`src/rtl/i2c_seq_pkg.sv`:
```
package i2c_seq_pkg;

  typedef enum logic [2:0] {
    OP_NONE   = 3'd0,
    OP_START  = 3'd1,
    OP_RSTART = 3'd2,
    OP_WRITE  = 3'd3,
    OP_READ   = 3'd4,
    OP_STOP   = 3'd5
  } bus_op_e;

  typedef enum logic [2:0] {
    RES_BUSY    = 3'd0,
    RES_DONE    = 3'd1,
    RES_NACK    = 3'd2,
    RES_BUSERR  = 3'd3,
    RES_ARBLOST = 3'd4,
    RES_USAGE   = 3'd5,
    RES_SWFAULT = 3'd6
  } result_e;

  localparam int FLG_WRITE = 0;
  localparam int FLG_READ  = 1;
  localparam int FLG_WRRD  = 2;
  localparam int FLG_WRWR  = 3;
  localparam int FLG_TEN   = 4;
  localparam int FLG_W     = 5;

  // First (or only) address byte for a given direction bit.
  function automatic logic [7:0] hdr_byte(input logic ten, input logic [9:0] a,
                                          input logic rw);
    return ten ? {5'b11110, a[9:8], rw} : {a[6:0], rw};
  endfunction

endpackage

```
`src/rtl/i2c_seq_plan.sv`:
```
module i2c_seq_plan
  import i2c_seq_pkg::*;
#(
  parameter int LEN_W = 8
) (
  input  logic [FLG_W-1:0] flags,
  input  logic [LEN_W-1:0] len0,
  input  logic [LEN_W-1:0] len1,
  output logic             ok,
  output logic             ten,
  output logic             rd_first,
  output logic             rs,
  output logic [LEN_W:0]   wtot,
  output logic [LEN_W-1:0] rtot
);

  logic need_rd;
  logic one_seq;

  always_comb begin
    ten      = flags[FLG_TEN];
    rd_first = 1'b0;
    rs       = 1'b0;
    wtot     = '0;
    rtot     = '0;
    need_rd  = 1'b0;
    one_seq  = $onehot(flags[FLG_WRWR:FLG_WRITE]);
    case (flags[FLG_WRWR:FLG_WRITE])
      4'b0001: wtot = {1'b0, len0};
      4'b0010: begin
        rtot    = len0;
        need_rd = 1'b1;
        // 10-bit read addresses in write direction, then turns around
        if (flags[FLG_TEN]) rs = 1'b1;
        else                rd_first = 1'b1;
      end
      4'b0100: begin
        wtot    = {1'b0, len0};
        rtot    = len1;
        rs      = 1'b1;
        need_rd = 1'b1;
      end
      4'b1000: wtot = {1'b0, len0} + {1'b0, len1};
      default: ;
    endcase
    ok = one_seq && !(need_rd && (rtot == '0));
  end

endmodule

```
`src/rtl/i2c_seq_addr.sv`:
```
module i2c_seq_addr
  import i2c_seq_pkg::*;
(
  input  logic       ten,
  input  logic [9:0] addr,
  input  logic       rd_first,
  output logic [7:0] hdr_first,
  output logic [7:0] hdr_rd,
  output logic [7:0] lo_byte
);

  assign hdr_first = hdr_byte(ten, addr, rd_first);
  assign hdr_rd    = hdr_byte(ten, addr, 1'b1);
  assign lo_byte   = addr[7:0];

endmodule

```
`src/rtl/i2c_seq_fsm.sv`:
```
module i2c_seq_fsm
  import i2c_seq_pkg::*;
#(
  parameter int LEN_W = 8
) (
  input  logic             clk,
  input  logic             rst_n,
  input  logic             start,
  input  logic             plan_ok,
  input  logic             p_ten,
  input  logic             p_rdfirst,
  input  logic             p_rs,
  input  logic [LEN_W:0]   p_wtot,
  input  logic [LEN_W-1:0] p_rtot,
  input  logic [9:0]       taddr,
  input  logic [7:0]       wr_data,
  output logic             wr_take,
  output logic             cmd_valid,
  output logic [2:0]       cmd_op,
  output logic [7:0]       cmd_byte,
  output logic             cmd_nack,
  input  logic             be_done,
  input  logic             be_nack,
  input  logic [7:0]       be_rdata,
  input  logic             be_arblost,
  input  logic             be_buserr,
  output logic             rd_valid,
  output logic [7:0]       rd_data,
  output logic             busy,
  output logic [2:0]       status
);

  typedef enum logic [3:0] {
    S_IDLE, S_START, S_AHI, S_ALO, S_WDAT, S_RSTART, S_ARD, S_RDAT, S_STOP
  } seq_state_e;

  seq_state_e       state_q;
  logic             wait_q;
  logic             ten_q, rdf_q, rs_q;
  logic [9:0]       addr_q;
  logic [LEN_W:0]   wleft_q;
  logic [LEN_W-1:0] rleft_q;
  result_e          pend_q, status_q;
  logic             rdv_q;
  logic [7:0]       rdd_q;

  // named internal events
  logic       step_done;
  logic       last_rd;
  seq_state_e after_addr;
  seq_state_e after_wr;
  logic [7:0] hdr_first, hdr_rd, lo_byte;

  i2c_seq_addr u_addr (
    .ten      (ten_q),
    .addr     (addr_q),
    .rd_first (rdf_q),
    .hdr_first(hdr_first),
    .hdr_rd   (hdr_rd),
    .lo_byte  (lo_byte)
  );

  assign busy      = (state_q != S_IDLE);
  assign step_done = busy && wait_q && be_done;
  assign last_rd   = (rleft_q == LEN_W'(1));
  assign after_wr  = rs_q ? S_RSTART : S_STOP;

  always_comb begin
    if (rdf_q)                after_addr = S_RDAT;
    else if (wleft_q != '0)   after_addr = S_WDAT;
    else                      after_addr = after_wr;
  end

  always_comb begin
    cmd_valid = busy && !wait_q;
    cmd_op    = OP_NONE;
    cmd_byte  = 8'h00;
    cmd_nack  = 1'b0;
    wr_take   = 1'b0;
    case (state_q)
      S_START:  cmd_op = OP_START;
      S_AHI:    begin cmd_op = OP_WRITE; cmd_byte = hdr_first; end
      S_ALO:    begin cmd_op = OP_WRITE; cmd_byte = lo_byte;   end
      S_WDAT:   begin
        cmd_op   = OP_WRITE;
        cmd_byte = wr_data;
        wr_take  = cmd_valid;
      end
      S_RSTART: cmd_op = OP_RSTART;
      S_ARD:    begin cmd_op = OP_WRITE; cmd_byte = hdr_rd; end
      S_RDAT:   begin cmd_op = OP_READ; cmd_nack = last_rd; end
      S_STOP:   cmd_op = OP_STOP;
      default:  ;
    endcase
  end

  always_ff @(posedge clk or negedge rst_n) begin
    if (!rst_n) begin
      state_q  <= S_IDLE;
      wait_q   <= 1'b0;
      ten_q    <= 1'b0;
      rdf_q    <= 1'b0;
      rs_q     <= 1'b0;
      addr_q   <= '0;
      wleft_q  <= '0;
      rleft_q  <= '0;
      pend_q   <= RES_DONE;
      status_q <= RES_DONE;
      rdv_q    <= 1'b0;
      rdd_q    <= 8'h00;
    end else begin
      rdv_q <= 1'b0;
      if (state_q == S_IDLE) begin
        if (start) begin
          if (plan_ok) begin
            state_q  <= S_START;
            wait_q   <= 1'b0;
            ten_q    <= p_ten;
            rdf_q    <= p_rdfirst;
            rs_q     <= p_rs;
            addr_q   <= taddr;
            wleft_q  <= p_wtot;
            rleft_q  <= p_rtot;
            pend_q   <= RES_DONE;
            status_q <= RES_BUSY;
          end else begin
            status_q <= RES_USAGE;
          end
        end
      end else if (be_buserr) begin
        state_q  <= S_IDLE;
        status_q <= RES_BUSERR;
      end else if (be_arblost) begin
        state_q  <= S_IDLE;
        status_q <= RES_ARBLOST;
      end else if (!wait_q) begin
        wait_q <= 1'b1;
      end else if (step_done) begin
        wait_q <= 1'b0;
        case (state_q)
          S_START:  state_q <= S_AHI;
          S_AHI, S_ALO: begin
            if (be_nack) begin
              state_q <= S_STOP;
              pend_q  <= RES_NACK;
            end else if (state_q == S_AHI && ten_q) begin
              state_q <= S_ALO;
            end else begin
              state_q <= after_addr;
            end
          end
          S_WDAT: begin
            if (be_nack) begin
              state_q <= S_STOP;
              pend_q  <= RES_NACK;
            end else begin
              wleft_q <= wleft_q - 1'b1;
              if (wleft_q == (LEN_W+1)'(1)) state_q <= after_wr;
            end
          end
          S_RSTART: state_q <= S_ARD;
          S_ARD: begin
            if (be_nack) begin
              state_q <= S_STOP;
              pend_q  <= RES_NACK;
            end else begin
              state_q <= S_RDAT;
            end
          end
          S_RDAT: begin
            rdv_q   <= 1'b1;
            rdd_q   <= be_rdata;
            rleft_q <= rleft_q - 1'b1;
            if (last_rd) state_q <= S_STOP;
          end
          S_STOP: begin
            state_q  <= S_IDLE;
            status_q <= pend_q;
          end
          default: begin
            state_q  <= S_IDLE;
            status_q <= RES_SWFAULT;
          end
        endcase
      end
    end
  end

  assign rd_valid = rdv_q;
  assign rd_data  = rdd_q;
  assign status   = status_q;

  AST_BUSY_INPROG: assert property (@(posedge clk) disable iff (!rst_n)
    busy == (status_q == RES_BUSY));
  AST_OPEN_WITH_START: assert property (@(posedge clk) disable iff (!rst_n)
    $rose(busy) |-> (cmd_valid && cmd_op == OP_START));
  AST_CMD_ONE_CYCLE: assert property (@(posedge clk) disable iff (!rst_n)
    cmd_valid |=> !cmd_valid);
  AST_TAKE_ON_WRITE: assert property (@(posedge clk) disable iff (!rst_n)
    wr_take |-> (cmd_valid && cmd_op == OP_WRITE));
  AST_ARB_NO_STOP: assert property (@(posedge clk) disable iff (!rst_n)
    (busy && be_arblost && !be_buserr) |=> (!busy && status_q == RES_ARBLOST && !cmd_valid));
  AST_BUSERR_END: assert property (@(posedge clk) disable iff (!rst_n)
    (busy && be_buserr) |=> (!busy && status_q == RES_BUSERR));
  AST_DONE_AFTER_STOP: assert property (@(posedge clk) disable iff (!rst_n)
    ($fell(busy) && status_q == RES_DONE) |-> ($past(state_q) == S_STOP));

endmodule

```
`src/rtl/i2c_xfer_seq.sv`:
```
module i2c_xfer_seq
  import i2c_seq_pkg::*;
#(
  parameter int LEN_W = 8
) (
  input  logic             clk,
  input  logic             rst_n,
  input  logic             start,
  input  logic [4:0]       flags,
  input  logic [9:0]       taddr,
  input  logic [LEN_W-1:0] len0,
  input  logic [LEN_W-1:0] len1,
  input  logic [7:0]       wr_data,
  output logic             wr_take,
  output logic             cmd_valid,
  output logic [2:0]       cmd_op,
  output logic [7:0]       cmd_byte,
  output logic             cmd_nack,
  input  logic             be_done,
  input  logic             be_nack,
  input  logic [7:0]       be_rdata,
  input  logic             be_arblost,
  input  logic             be_buserr,
  output logic             rd_valid,
  output logic [7:0]       rd_data,
  output logic             busy,
  output logic [2:0]       status
);

  logic             plan_ok, p_ten, p_rdfirst, p_rs;
  logic [LEN_W:0]   p_wtot;
  logic [LEN_W-1:0] p_rtot;

  i2c_seq_plan #(.LEN_W(LEN_W)) u_plan (
    .flags   (flags),
    .len0    (len0),
    .len1    (len1),
    .ok      (plan_ok),
    .ten     (p_ten),
    .rd_first(p_rdfirst),
    .rs      (p_rs),
    .wtot    (p_wtot),
    .rtot    (p_rtot)
  );

  i2c_seq_fsm #(.LEN_W(LEN_W)) u_fsm (
    .clk       (clk),
    .rst_n     (rst_n),
    .start     (start),
    .plan_ok   (plan_ok),
    .p_ten     (p_ten),
    .p_rdfirst (p_rdfirst),
    .p_rs      (p_rs),
    .p_wtot    (p_wtot),
    .p_rtot    (p_rtot),
    .taddr     (taddr),
    .wr_data   (wr_data),
    .wr_take   (wr_take),
    .cmd_valid (cmd_valid),
    .cmd_op    (cmd_op),
    .cmd_byte  (cmd_byte),
    .cmd_nack  (cmd_nack),
    .be_done   (be_done),
    .be_nack   (be_nack),
    .be_rdata  (be_rdata),
    .be_arblost(be_arblost),
    .be_buserr (be_buserr),
    .rd_valid  (rd_valid),
    .rd_data   (rd_data),
    .busy      (busy),
    .status    (status)
  );

  AST_USAGE_QUIET: assert property (@(posedge clk) disable iff (!rst_n)
    (start && !busy && !plan_ok) |=> (!cmd_valid && !busy && status == 3'(RES_USAGE)));

endmodule

```
`config.mk`:
```
export PLATFORM = sky130hd
export DESIGN_NAME = i2c_xfer_seq
export DESIGN_NICKNAME = d
export VERILOG_FILES = /design/src/rtl/i2c_seq_pkg.sv /design/src/rtl/i2c_seq_plan.sv /design/src/rtl/i2c_seq_addr.sv /design/src/rtl/i2c_seq_fsm.sv /design/src/rtl/i2c_xfer_seq.sv
export SDC_FILE = /design/constraint.sdc
export NUM_CORES = 1
export LEC_CHECK = 0
export BUFFER_PORTS_ARGS = -buffer_cell sky130_fd_sc_hd__buf_4
export CAP_MARGIN = 20
export CORE_MARGIN = 2
export CORE_UTILIZATION = 60
export CTS_CLUSTER_DIAMETER = 80
export CTS_CLUSTER_SIZE = 28
export DETAILED_ROUTE_END_ITERATION = 6
export GPL_TIMING_DRIVEN = 0
export PLACE_DENSITY = 0.86
export SLEW_MARGIN = 0
export SYNTH_ARGS = -nofsm -noshare
export SYNTH_HDL_FRONTEND = slang
export SYNTH_HIERARCHICAL = 1
export SYNTH_SLANG_ARGS = --single-unit
```
`constraint.sdc`:
```
create_clock -name clk -period 3.45 [get_ports clk]
set_input_delay 0.69 -clock clk [delete_from_list [all_inputs] [get_ports clk]]
set_output_delay 0.69 -clock clk [all_outputs]
set_load 0.005 [all_outputs]
```
---- Yosys cells after proc, flatten, opt, wreduce, memory -nomap -nowiden ----
Index checks and enable logic that the tools add are counted.
operators by class
  reduce and logical (&&, ||, !) cells .... 33
  shift operators ......................... 0
  add/sub/neg operators ................... 6
  mux-type cells .......................... 77
  bitwise logic cells ..................... 3
  equality and inequality tests ........... 23
  div/mod/pow operators ................... 0
  multipliers ............................. 0
  $lt $le $gt $ge ......................... 0
operator list
  operator             number
  $mux 9               9
  $mux 8               10
  $mux 4               16
  $mux 3               16
  $pmux 8 s4           1
  $pmux 4 s6           1
  $eq 4x3->1 const B   5
  $mux 1               19
  $pmux 9 s2           1
  $pmux 8 s2           1
  $reduce_and 8->1     2
  $pmux 3 s5           1
  $eq 4x2->1 const B   3
  $reduce_and 6->1     2
  $reduce_bool 2->1    6
  $reduce_bool 4->1    3
  $add 8x8->9          1
  $eq 9x1->1 const B   1
  $reduce_bool 9->1    1
  $sub 9x1->9 const B  1
  $eq 4x1->1 const B   2
  $eq 4x4->1 const B   2
  $eq 8x1->1 const B   1
  $logic_not 8->1      1
  21 further kinds     36
storage, ports and cells
  input port bits ......................... 54
  flip-flop bits (word level) ............. 50
  bits in latches ......................... 0
  memories ................................ 0
  logic and storage cells ................. 154
  RAM bits ................................ 0
  memory bits (read-only) ................. 0

---- Longest topological paths before layout ----
Gate-level depths: netlist of the first run.
  depth in word-level cells ............... 11
  mapped depth ............................ 14

---- Hierarchy ----
Netlist of the first run, hierarchy kept.
modules (own cells, without submodules)
  module        instances  cells each  area an instance (um^2)
  i2c_seq_fsm   1          336         2931.6
  i2c_seq_plan  1          101         740.7
  i2c_seq_addr  1          25          187.7

---- Least setup slack after synthesis of the first run ----
Ideal clock, no wire load.
  path kind ............................... input to register
  from .................................... input flags[0]
  to ...................................... register u_fsm.wleft_q[3]
  buffers on the path ..................... 2
  stages .................................. 14
  data arrival time ....................... 2.914 ns
  setup time .............................. 0.125 ns
  path slack .............................. 0.411 ns
  path through ............................ inv_1 > fa_1 > inv_1 > ha_1 > ha_1 > nor2_1 > nand2_1 > a21oi_1 > and3_1 > buf_4 > o22ai_2 > buf_2 > o21ai_0 > o21ai_1
on the way
  longest elaborated chain between the ends .. 8
  elaborated cells between the ends (all ways) .. 21
  those cells by class .................... 2 x add/sub; 6 x eq/ne; 6 x mux; 7 x reduce/logical
ends and longest elaborated chain
  element                                               RTL line                                text
  from (decl)                                           i2c_xfer_seq.sv:9                       input logic [4:0] flags,
  $eq 4x3->1 / $eq 4x2->1 (equally long branches)       i2c_seq_plan.sv:28                      case (flags[FLG_WRWR:FLG_WRITE])
  $pmux 8 s2 / $reduce_or 2->1 (equally long branches)  n/a
  $logic_not 8->1 / $mux 1 (equally long branches)      i2c_seq_plan.sv:46, i2c_seq_plan.sv:28
  $logic_and 1x1->1                                     i2c_seq_plan.sv:46                      ok = one_seq && !(need_rd && (rtot == '0));
  $logic_not 1->1                                       i2c_seq_plan.sv:46
  $logic_and 1x1->1 *                                   i2c_seq_plan.sv:46
  via plan_ok                                           i2c_xfer_seq.sv:30                      logic plan_ok, p_ten, p_rdfirst, p_rs;
  $ne 2x2->1 (no source line) *                         n/a
  $reduce_and 8->1 (no source line) *                   n/a
  to (signal assigned)                                  i2c_seq_fsm.sv:122                      wleft_q <= p_wtot;
  to (signal assigned)                                  i2c_seq_fsm.sv:157                      wleft_q <= wleft_q - 1'b1;
  to (decl)                                             i2c_seq_fsm.sv:41                       logic [LEN_W:0] wleft_q;
The timed path passes the listed nets; every way through them passes the cells marked *. The select of a mux whose other input is x is not followed.
A chain may end at the register's enable or synchronous reset.

---- Worst setup path after layout of the first run ----
Same ends and word-level chain as after synthesis.

==> impl_metrics.env, run 1 <==
export IMPL_grt_ovfl_total=0
export IMPL_synth_avg_cell_area_um2=8.355
export IMPL_rsz0062_at_grt="no"
export IMPL_cts_root_buf="clkbuf_8"
export IMPL_dpl_instance_area_mm2=0.004557
export IMPL_place_hpwl_um=7549
export IMPL_dieArea_mm2=0.007090
export IMPL_crit_start="flags[0]"
export IMPL_synth_compound_area_share_pct=21.78
export IMPL_route_detailed_drc=0
export IMPL_p_int_mw=1.660
export IMPL_gr_usage_met2_pct=48.85
export IMPL_antenna_found_initial=0
export IMPL_fin_skew_ns=0.007086
export IMPL_synth_fa_ha_area_share_pct=6.872
export IMPL_ys_ff_latch=49
export IMPL_synthXorXnorAreaFrac_pct=0.9076
export IMPL_irDropWorstVdd_uv=356.8
export IMPL_final_nets=623
export IMPL_worstPathRequired_ns=3.68
export IMPL_drt_initial_drc_count=252
export IMPL_layout_setup_ws_ns=0.1755
export IMPL_synth_top_family_by_area="simple AND/OR/NAND/NOR gates"
export IMPL_syn_inst=462
export IMPL_initial_utilization_pct=61.49
export IMPL_start_kind="input port"
export IMPL_synth_simple_area_share_pct=23.34
export IMPL_hold_violations=0
export IMPL_p_leak_nw=2.164
export IMPL_fmax_ghz=0.3054
export IMPL_ys_flop_type="dfrtp_1"
export IMPL_grt_first_pass_wirelength_um=16280
export IMPL_clock_latency_ns=0.30
export IMPL_setup_viol=0
export IMPL_ys_seq_area_share_pct=31.83
export IMPL_slew_headroom_pct=45.68
export IMPL_yosys_warnings=6
export IMPL_seqPwrFrac_pct=32.9
export IMPL_clockPowerShare_pct=12.0
export IMPL_layout_common_cells="100 x buf_4, 61 x nand2_1, 47 x dfrtp_1"
export IMPL_area_delta_synth_final_pct=20.39
export IMPL_status="completed"
export IMPL_finish_instance_area_mm2=0.004647
export IMPL_power_density_mw_per_mm2=623.9
export IMPL_met3_usage_pct=3.540
export IMPL_grtUsageTotal_pct=27.78
export IMPL_tightest_slew_ns=0.8081
export IMPL_cts_tree="yes"
export IMPL_antenna_cells=0
export IMPL_cts_max_level=2
export IMPL_num_rows=29
export IMPL_portBuffers=80
export IMPL_drt_wl_total_um=9992
export IMPL_r2r_end="u_fsm/wleft_q[3]"
export IMPL_via_per_inst=6.128
export IMPL_num_io_pins=81
export IMPL_vias=3842
export IMPL_dr_pass1_iters=5
export IMPL_sw_frac_of_total_pct=42.75
export IMPL_drtAntennaViolNets=0
export IMPL_comb_power_share_pct=55.1
export IMPL_die_h_um=84.21
export IMPL_instances_no_fill=627
export IMPL_r2r_start="u_fsm/state_q[0]"
export IMPL_r2r_slack_ns=1.11
export IMPL_clk_path_buf_depth=2
export IMPL_core_mm2=0.006277
export IMPL_total_power_mw=2.899
export IMPL_num_fill_cells=504
export IMPL_slew_violations=0
export IMPL_dp_cells=619
export IMPL_synth_edff_count=0
export IMPL_p_switching_mw=1.239
export IMPL_layout_commonest_cell="buf_4"
export IMPL_synthesis_area_mm2=0.003860
export IMPL_path_clk_slew_ns=0.09
export IMPL_cts_setup_buffers=0
export IMPL_worstPathArrival_ns=3.50
export IMPL_grt_use_met1_pct=35.71
export IMPL_drive_gt1_share_pct=27.45
export IMPL_cts_buffers=5
export IMPL_grt_pass1_vias=3563
export IMPL_yosysUniqueCellTypes=67
export IMPL_layout_min_cycle_time_ns=3.274
export IMPL_async_flop_share_pct=100.0
export IMPL_finalCritPeriodShare_pct=94.91
export IMPL_place_congestion=0.9424
export IMPL_dp_slack_ns=-0.1961
export IMPL_grt_max_degree=50
export IMPL_end_kind="flip-flop"
export IMPL_cp_endpoint="u_fsm/wleft_q[3]"
export IMPL_crit_type="in -> reg"
export IMPL_cp_max_fo=10
export IMPL_gr_max_usage_layer="met2"
export IMPL_drv_cap=0
export IMPL_die_x_um=84.21
export IMPL_numClockSinks=49
export IMPL_setup_tns_ns=0
export IMPL_wire_per_inst_um=15.94
export IMPL_hold_path_class="in -> async"
export IMPL_reg2reg_depth=8
export IMPL_synthMuxAreaShare_pct=6.645
export IMPL_synth_nets=536
[metal layers]
metal  share of wire [%]  wire length, µm
met1                  41             4086
met2                  51             5096
met3                 6.3              630
met4                 1.8              180
met5                   0                0
[cells in the mapped netlist (2+ instances only)]
cell type | n | area share (%)
a211oi_1 | 4 | 0.78
a21boi_0 | 3 | 0.58
a21oi_1 | 35 | 4.5
a221o_1 | 7 | 1.8
a22o_1 | 6 | 1.4
a22oi_1 | 3 | 0.58
a31oi_1 | 5 | 0.81
a32o_1 | 2 | 0.52
a32oi_1 | 6 | 1.4
and2_1 | 2 | 0.32
buf_2 | 8 | 1.0
buf_4 | 20 | 3.9
buf_6 | 2 | 0.58
clkbuf_1 | 10 | 0.97
dfrtp_1 | 47 | 30
dfstp_2 | 2 | 1.4
fa_1 | 2 | 1.0
ha_1 | 18 | 5.8
inv_1 | 20 | 1.9
mux2_2 | 13 | 3.8
mux2i_1 | 11 | 2.9
nand2_1 | 61 | 5.9
nand2b_1 | 2 | 0.32
nand3_1 | 15 | 1.9
nand3b_1 | 3 | 0.58
nand4_1 | 4 | 0.65
nor2_1 | 44 | 4.3
nor2b_1 | 5 | 0.81
nor3_1 | 12 | 1.6
nor3b_1 | 3 | 0.58
nor4_1 | 5 | 0.81
o21a_1 | 3 | 0.58
o21ai_0 | 17 | 2.2
o21ai_1 | 2 | 0.26
o21bai_1 | 3 | 0.58
o22a_1 | 7 | 1.6
o22ai_1 | 5 | 0.81
o31ai_1 | 3 | 0.58
or2_2 | 6 | 0.97
or3_1 | 5 | 0.81
or4_1 | 3 | 0.58
xor2_1 | 3 | 0.68
[state kept, by name (all words and copies together), names as in the netlist]
register        cells
u_fsm/ten_q         1
u_fsm/addr_q       10
u_fsm/rdf_q         1
u_fsm/rd_valid      1
u_fsm/status        3
u_fsm/wleft_q       9
u_fsm/pend_q        2
u_fsm/wait_q        1
u_fsm/rleft_q       8
u_fsm/rd_data       8
u_fsm/rs_q          1
u_fsm/state_q       4
[through the flow]
step,hold WS (ns),utilization (%)
after floorplan,0.3944,-
after global placement,0.4584,72.59
after detailed placement,0.4612,72.59
after CTS,0.4241,73.97
after global routing,0.4319,74.03
final,0.3972,74.03
[worst min path at each step]
stage / start / end / slack [ns] / depth (start not counted)
after floorplan: rst_n / u_fsm/addr_q[0] / 0.39 / 0
after global placement: u_fsm/addr_q[8] / u_fsm/addr_q[8] / 0.46 / 2
after detailed placement: u_fsm/addr_q[8] / u_fsm/addr_q[8] / 0.46 / 2
after CTS: rst_n / u_fsm/rleft_q[6] / 0.42 / 1
after global routing: rst_n / u_fsm/rleft_q[7] / 0.43 / 1
final: rst_n / u_fsm/status[1] / 0.40 / 1
[worst max-delay path, cell delays in order]
cell and delay, ns:
buf_4 0.11, inv_1 0.11, ha_1 0.27, nand2b_4 0.08
or4_1 0.42, a2111oi_2 0.43, a21oi_2 0.16, and3_1 0.17
buf_4 0.17, o22ai_2 0.35, buf_2 0.29, o21ai_0 0.12
o21ai_1 0.10
[power by group through the flow]
stage               Clock (mW)  Sequential, mW  Combinational (mW)
floorplan                    0           0.912                1.17
global placement             0           0.947                1.53
detailed placement           0           0.956                1.57
CTS                      0.354           0.948                1.58
global route             0.375           0.983                1.76
finish                   0.349           0.953                1.60
[repair_timing]
item                                    4_1_cts  5_1_grt
gates resized for setup                       0        1
endpoints found under the setup margin        0        3
hold buffers                                  0        0
[layout make-up]
cell class / instances / area [µm²] / share of cell area, %
clock inverter: 2 / 13.76 / 0.2962
clock buffer: 6 / 72.57 / 1.562
timing repair buffer: 80 / 600.6 / 12.92
buffer: 41 / 254.0 / 5.466
sequential: 49 / 1229 / 26.44
inverter: 20 / 75.07 / 1.616
multi-input combinational: 352 / 2306 / 49.62
tap: 77 / 96.34 / 2.073
[kinds of logic after synthesis]
group                      Yosys count
and+or+nand+nor                    181
muxes                               24
DFF                                 49
buffers and inverters               61
xor gates and xnor gates             4
AOI/OAI and AO/OA                  122
adders and majority gates           20
other                                1
(Power assumes the default switching activity.)
==> inputs of run 2 (changes only) <==
- RECOVER_POWER: not set -> 25
==> impl_metrics.env, run 2 (synthesized netlist as in run 1, its figures left out) <==
export IMPL_dr_pass1_iters=6
export IMPL_fmax_ghz=0.3062
export IMPL_total_power_mw=2.899
export IMPL_finalCritPeriodShare_pct=94.66
export IMPL_start_kind="input port"
export IMPL_hold_path_startpoint="u_fsm/addr_q[7]"
export IMPL_portBuffers=80
export IMPL_whs_ns=0.4855
export IMPL_area_delta_synth_final_pct=20.29
export IMPL_drv_cap=1
export IMPL_core_mm2=0.006277
export IMPL_via_per_inst=6.123
export IMPL_worstPathArrival_ns=3.49
export IMPL_r2r_end="u_fsm/wleft_q[3]"
export IMPL_top_regs="u_fsm/addr_q x10, u_fsm/wleft_q x9"
export IMPL_layout_min_cycle_time_ns=3.266
export IMPL_end_kind="flip-flop"
export IMPL_antenna_cells=0
export IMPL_cts_tree="yes"
export IMPL_max_stage_delay_ns=0.43
export IMPL_largest_register="u_fsm/addr_q"
export IMPL_grtUsageTotal_pct=27.78
export IMPL_drtAntennaViolNets=0
export IMPL_rsz0062_at_grt="no"
export IMPL_violations="max-capacitance violations, max-slew violations"
export IMPL_reg2reg_depth=8
export IMPL_setup_viol=0
export IMPL_status="complete, but fails checks"
export IMPL_num_rows=29
export IMPL_dieArea_mm2=0.007090
export IMPL_dp_cells=619
export IMPL_power_density_mw_per_mm2=624.4
export IMPL_slew_headroom_pct=-81.22
export IMPL_final_nets=623
export IMPL_largest_reg_flops=10
export IMPL_grt_max_degree=50
export IMPL_slew_violations=50
export IMPL_die_x_um=84.21
export IMPL_r2r_start="u_fsm/state_q[0]"
export IMPL_ctsHoldBuffers=0
export IMPL_clk_path_buf_depth=2
export IMPL_hold_violations=0
export IMPL_hold_path_class="reg -> reg"
export IMPL_multi_input_area_mm2=0.002306
export IMPL_grt_pass1_vias=3563
export IMPL_wire_per_inst_um=15.95
export IMPL_path_clk_slew_ns=0.10
export IMPL_tightest_slew_ns=2.718
export IMPL_layout_common_cells="99 x buf_4, 61 x nand2_1, 47 x dfrtp_1"
export IMPL_clock_latency_ns=0.30
export IMPL_cts_buffers=5
export IMPL_numClockSinks=49
export IMPL_antenna_found_initial=0
export IMPL_worstPathRequired_ns=3.68
export IMPL_fin_skew_ns=0.007425
export IMPL_drt_initial_drc_count=252
export IMPL_p_leak_nw=2.161
export IMPL_layout_commonest_cell="buf_4"
export IMPL_hold_depth=2
export IMPL_initial_utilization_pct=61.49
export IMPL_grt_ovfl_total=0
export IMPL_drt_wl_total_um=10000
export IMPL_place_congestion=0.9424
export IMPL_drive_gt1_share_pct=27.27
export IMPL_crit_top_cell="buf_4"
export IMPL_slowest_stage="a2111oi_2"
export IMPL_num_io_pins=81
export IMPL_setup_tns_ns=0
export IMPL_regArea_mm2=0.001229
export IMPL_instances_no_fill=627
export IMPL_crit_type="in -> reg"
export IMPL_cts_root_buf="clkbuf_8"
export IMPL_num_fill_cells=506
export IMPL_grt_first_pass_wirelength_um=16280
export IMPL_vias=3839
export IMPL_cts_max_level=2
export IMPL_path_cells="buf_4 > inv_1 > ha_1 > nand2b_4 > or4_1 > a2111oi_2 > a21oi_2 > and3_1 > buf_4 > o22ai_2 > buf_2 > o21ai_0 > o21ai_1"
export IMPL_holdPathEnd="u_fsm/addr_q[7]"
export IMPL_die_h_um=84.21
export IMPL_route_detailed_drc=0
export IMPL_place_hpwl_um=7549
export IMPL_irDropWorstVdd_uv=356.9
export IMPL_cp_max_fo=10
export IMPL_r2r_slack_ns=1.13
==> run 2: cell types whose count changed in the layout (fill, tap and decap cells not counted) <==
cell      previous run  this run
clkbuf_1            11        12
buf_4              100        99
==> run 2: per-layer routing <==
| layer | GRT usage [%] | vias up | wire (µm) |
|---|---|---|---|
| li1 | - | 1830 | - |
| met1 | 35.71 | 1839 | 4085 |
| met5 | 0 | - | 0 |
| met4 | 8.651 | 0 | 174 |
| met3 | 3.540 | 17 | 629 |
| met2 | 48.85 | 153 | 5114 |
==> run 2: how the worst max path moves through the flow <==
| stage | from | end | slack [ns] | cells past startpoint |
|---|---|---|---|---|
| 3_3_place_gp | flags[0] | u_fsm/wleft_q[6] | -0.12 | 15 |
| 4_1_cts | flags[0] | u_fsm/wleft_q[3] | 0.13 | 15 |
| 5_1_grt | flags[0] | u_fsm/wleft_q[3] | 0.006 | 13 |
| 2_1_floorplan | flags[0] | u_fsm/wleft_q[3] | 0.41 | 14 |
| 3_5_place_dp | flags[0] | u_fsm/wleft_q[3] | -0.20 | 15 |
| 6_report | flags[0] | u_fsm/wleft_q[3] | 0.18 | 13 |
==> run 2: power breakdown <==
part / internal (mW) / leakage (nW) / switching [mW]
sequential: 0.770 / 0.629 / 0.185
combinational: 0.744 / 1.49 / 0.852
clock: 0.145 / 0.0456 / 0.203
total: 1.66 / 2.16 / 1.24
==> run 2: timing repair <==
action	CTS	global route
setup endpoints to repair	0	3
gates resized for setup	0	1
setup buffers	0	0
==> run 2: layout make-up <==
class	count	area share [%]
buffer	41	5.470
clock inverter	2	0.2964
inverter	20	1.617
clock buffer	6	1.563
multi-input combinational	352	49.66
tap	77	2.075
timing repair buffer	80	12.85
sequential	49	26.46
==> run 2: per-stage QoR <==
step | worst slack, ns | area [µm²] | utilization, %
after CTS | 0.1251 | 4643 | 73.97
after global placement | -0.1209 | 4557 | 72.59
after floorplan | 0.4107 | 3860 | -
after detailed placement | -0.1961 | 4557 | 72.59
after global routing | 0.005915 | 4643 | 73.97
final | 0.1843 | 4643 | 73.97
==> run 2: worst max-delay path, delay by kind of cell <==
kind | cells | cell delay [ns]
buffers and inverters | 4 | 0.68
AND/OR/NAND/NOR | 3 | 0.67
AO/OA/AOI/OAI | 5 | 1.16
adder cells (fa/ha/maj) | 1 | 0.27
==> inputs of run 3 (changes only) <==
- CORE_UTILIZATION: 60 -> 56
- PLACE_DENSITY: 0.86 -> 0.81
- clock period: 3.45 -> 3.3 ns (I/O delays scaled with it)
==> impl_metrics.env, run 3 (synthesized netlist as in run 1, its figures left out) <==
export IMPL_finish_instance_area_mm2=0.004662
export IMPL_dpl_instance_area_mm2=0.004561
export IMPL_slowest_stage="fa_1"
export IMPL_die_x_um=87.02
export IMPL_dieArea_mm2=0.007572
export IMPL_p_int_mw=1.740
export IMPL_r2r_start="u_fsm/state_q[0]"
export IMPL_vias=3808
export IMPL_final_nets=623
export IMPL_numClockSinks=49
export IMPL_ctsHoldBuffers=0
export IMPL_grt_first_pass_wirelength_um=16840
export IMPL_drt_wl_total_um=10270
export IMPL_p_switching_mw=1.320
export IMPL_r2r_slack_ns=0.91
export IMPL_cts_setup_buffers=0
export IMPL_dr_pass1_iters=5
export IMPL_hold_depth=2
export IMPL_antenna_cells=0
export IMPL_fin_util_pct=69.39
export IMPL_path_clk_slew_ns=0.10
export IMPL_status="complete, but fails checks"
export IMPL_cts_buffers=5
export IMPL_p_leak_nw=2.161
export IMPL_num_io_pins=81
export IMPL_tightest_slew_ns=2.668
export IMPL_area_delta_synth_final_pct=20.78
export IMPL_hold_violations=0
export IMPL_portBuffers=80
export IMPL_worstPathRequired_ns=3.50
export IMPL_largest_reg_flops=10
export IMPL_clock_latency_ns=0.31
export IMPL_r2r_end="u_fsm/rleft_q[4]"
export IMPL_comb_power_share_pct=55.4
export IMPL_via_per_inst=6.044
export IMPL_place_congestion=0.9488
export IMPL_cts_max_level=2
export IMPL_irDropWorstVdd_uv=287.0
export IMPL_grt_max_degree=50
export IMPL_largest_register="u_fsm/addr_q"
export IMPL_cts_resized=0
export IMPL_cp_max_fo=10
export IMPL_worstPathArrival_ns=3.32
export IMPL_finalCritPeriodShare_pct=94.68
export IMPL_hold_path_class="reg -> reg"
export IMPL_antenna_found_initial=0
export IMPL_slew_violations=50
export IMPL_drive_gt1_share_pct=27.82
export IMPL_crit_start="flags[0]"
export IMPL_sw_frac_of_total_pct=43.14
export IMPL_drtAntennaViolNets=0
export IMPL_top_regs="u_fsm/addr_q x10, u_fsm/wleft_q x9"
export IMPL_seqPwrFrac_pct=32.6
export IMPL_crit_type="in -> reg"
export IMPL_grt_ovfl_total=0
export IMPL_fmax_ghz=0.3201
export IMPL_layout_common_cells="99 x buf_4, 61 x nand2_1, 47 x dfrtp_1"
export IMPL_grtUsageTotal_pct=27.91
export IMPL_slew_headroom_pct=-77.86
export IMPL_start_kind="input port"
export IMPL_cts_tree="yes"
export IMPL_rsz0062_at_grt="yes"
export IMPL_cp_endpoint="u_fsm/wleft_q[6]"
export IMPL_layout_commonest_cell="buf_4"
export IMPL_core_mm2=0.006719
export IMPL_fin_skew_ns=0.008040
export IMPL_drt_initial_drc_count=222
export IMPL_initial_utilization_pct=57.45
export IMPL_route_detailed_drc=0
export IMPL_reg2reg_depth=7
export IMPL_layout_min_cycle_time_ns=3.124
export IMPL_num_rows=30
export IMPL_power_density_mw_per_mm2=656.4
export IMPL_grt_pass1_vias=3657
export IMPL_end_kind="flip-flop"
export IMPL_die_h_um=87.02
export IMPL_wire_per_inst_um=16.30
export IMPL_place_hpwl_um=7871
export IMPL_setup_viol=0
export IMPL_clk_path_buf_depth=2
export IMPL_path_cells="buf_4 > inv_1 > fa_1 > inv_1 > ha_1 > ha_1 > nor2_1 > nand2_1 > a21oi_2 > and3_1 > buf_4 > o22ai_4 > buf_2 > o21ai_0 > o21ai_1"
export IMPL_clockPowerShare_pct=12.0
export IMPL_max_stage_delay_ns=0.55
export IMPL_setup_tns_ns=0
export IMPL_drv_cap=1
export IMPL_cts_root_buf="clkbuf_8"
export IMPL_violations="max-capacitance violations, max-slew violations"
export IMPL_whs_ns=0.4906
run 3: changes by cell type in the layout (fill, tap and decap cells not counted):
cell | previous run | this run
buf_1 | 1 | 0
clkbuf_1 | 12 | 11
clkbuf_2 | 0 | 1
clkinvlp_4 | 0 | 1
nor2_1 | 44 | 43
nor2_2 | 0 | 1
o22ai_2 | 1 | 0
o22ai_4 | 0 | 1
run 3: routing by layer:
layer / up-vias / track usage, % / wire [µm]
met4: 0 / 9.801 / 199
met2: 152 / 48.79 / 5274
met1: 1809 / 35.86 / 4248
li1: 1830 / - / -
met5: - / 0 / 0
met3: 17 / 2.844 / 545
run 3: area by class of cell:
cell class                 count  area (µm²)
inverter                      20       75.07
tap                           80       100.1
clock buffer                   5       68.82
sequential                    49        1229
multi-input combinational    352        2316
clock inverter                 3       21.27
fill                         564        2057
timing repair buffer          80       596.8
buffer                        41       255.2
run 3: how the worst min path moves through the flow:
stage	end	from	slack (ns)
2_1_floorplan	u_fsm/addr_q[0]	rst_n	0.36
3_3_place_gp	u_fsm/addr_q[8]	u_fsm/addr_q[8]	0.46
3_5_place_dp	u_fsm/addr_q[8]	u_fsm/addr_q[8]	0.46
4_1_cts	u_fsm/status[2]	rst_n	0.39
5_1_grt	u_fsm/addr_q[0]	taddr[0]	0.52
6_report	u_fsm/addr_q[8]	u_fsm/addr_q[8]	0.49
run 3: power groups by stage:
stage / clock network [mW] / logic [mW] / registers [mW]
after floorplan: 0 / 1.22 / 0.954
after global placement: 0 / 1.60 / 0.992
after detailed placement: 0 / 1.66 / 1.00
after CTS: 0.374 / 1.67 / 0.991
after global routing: 0.393 / 1.88 / 1.03
final: 0.367 / 1.70 / 0.997
run 3: metrics by stage:
stage	total power, mW	cells	worst slack, ns
2_1_floorplan	2.177	462	0.2907
3_3_place_gp	2.594	622	-0.2503
3_5_place_dp	2.661	622	-0.3153
4_1_cts	3.030	630	0.003356
5_1_grt	3.294	630	-0.003852
6_report	3.060	630	0.1757
run 3: worst max-delay path: cells and delay by family:
kind / cells / cell delay [ns]
fa+ha+maj: 3 / 0.99
compound gates: 4 / 0.63
buf+inv: 5 / 0.62
simple gates: 3 / 0.40
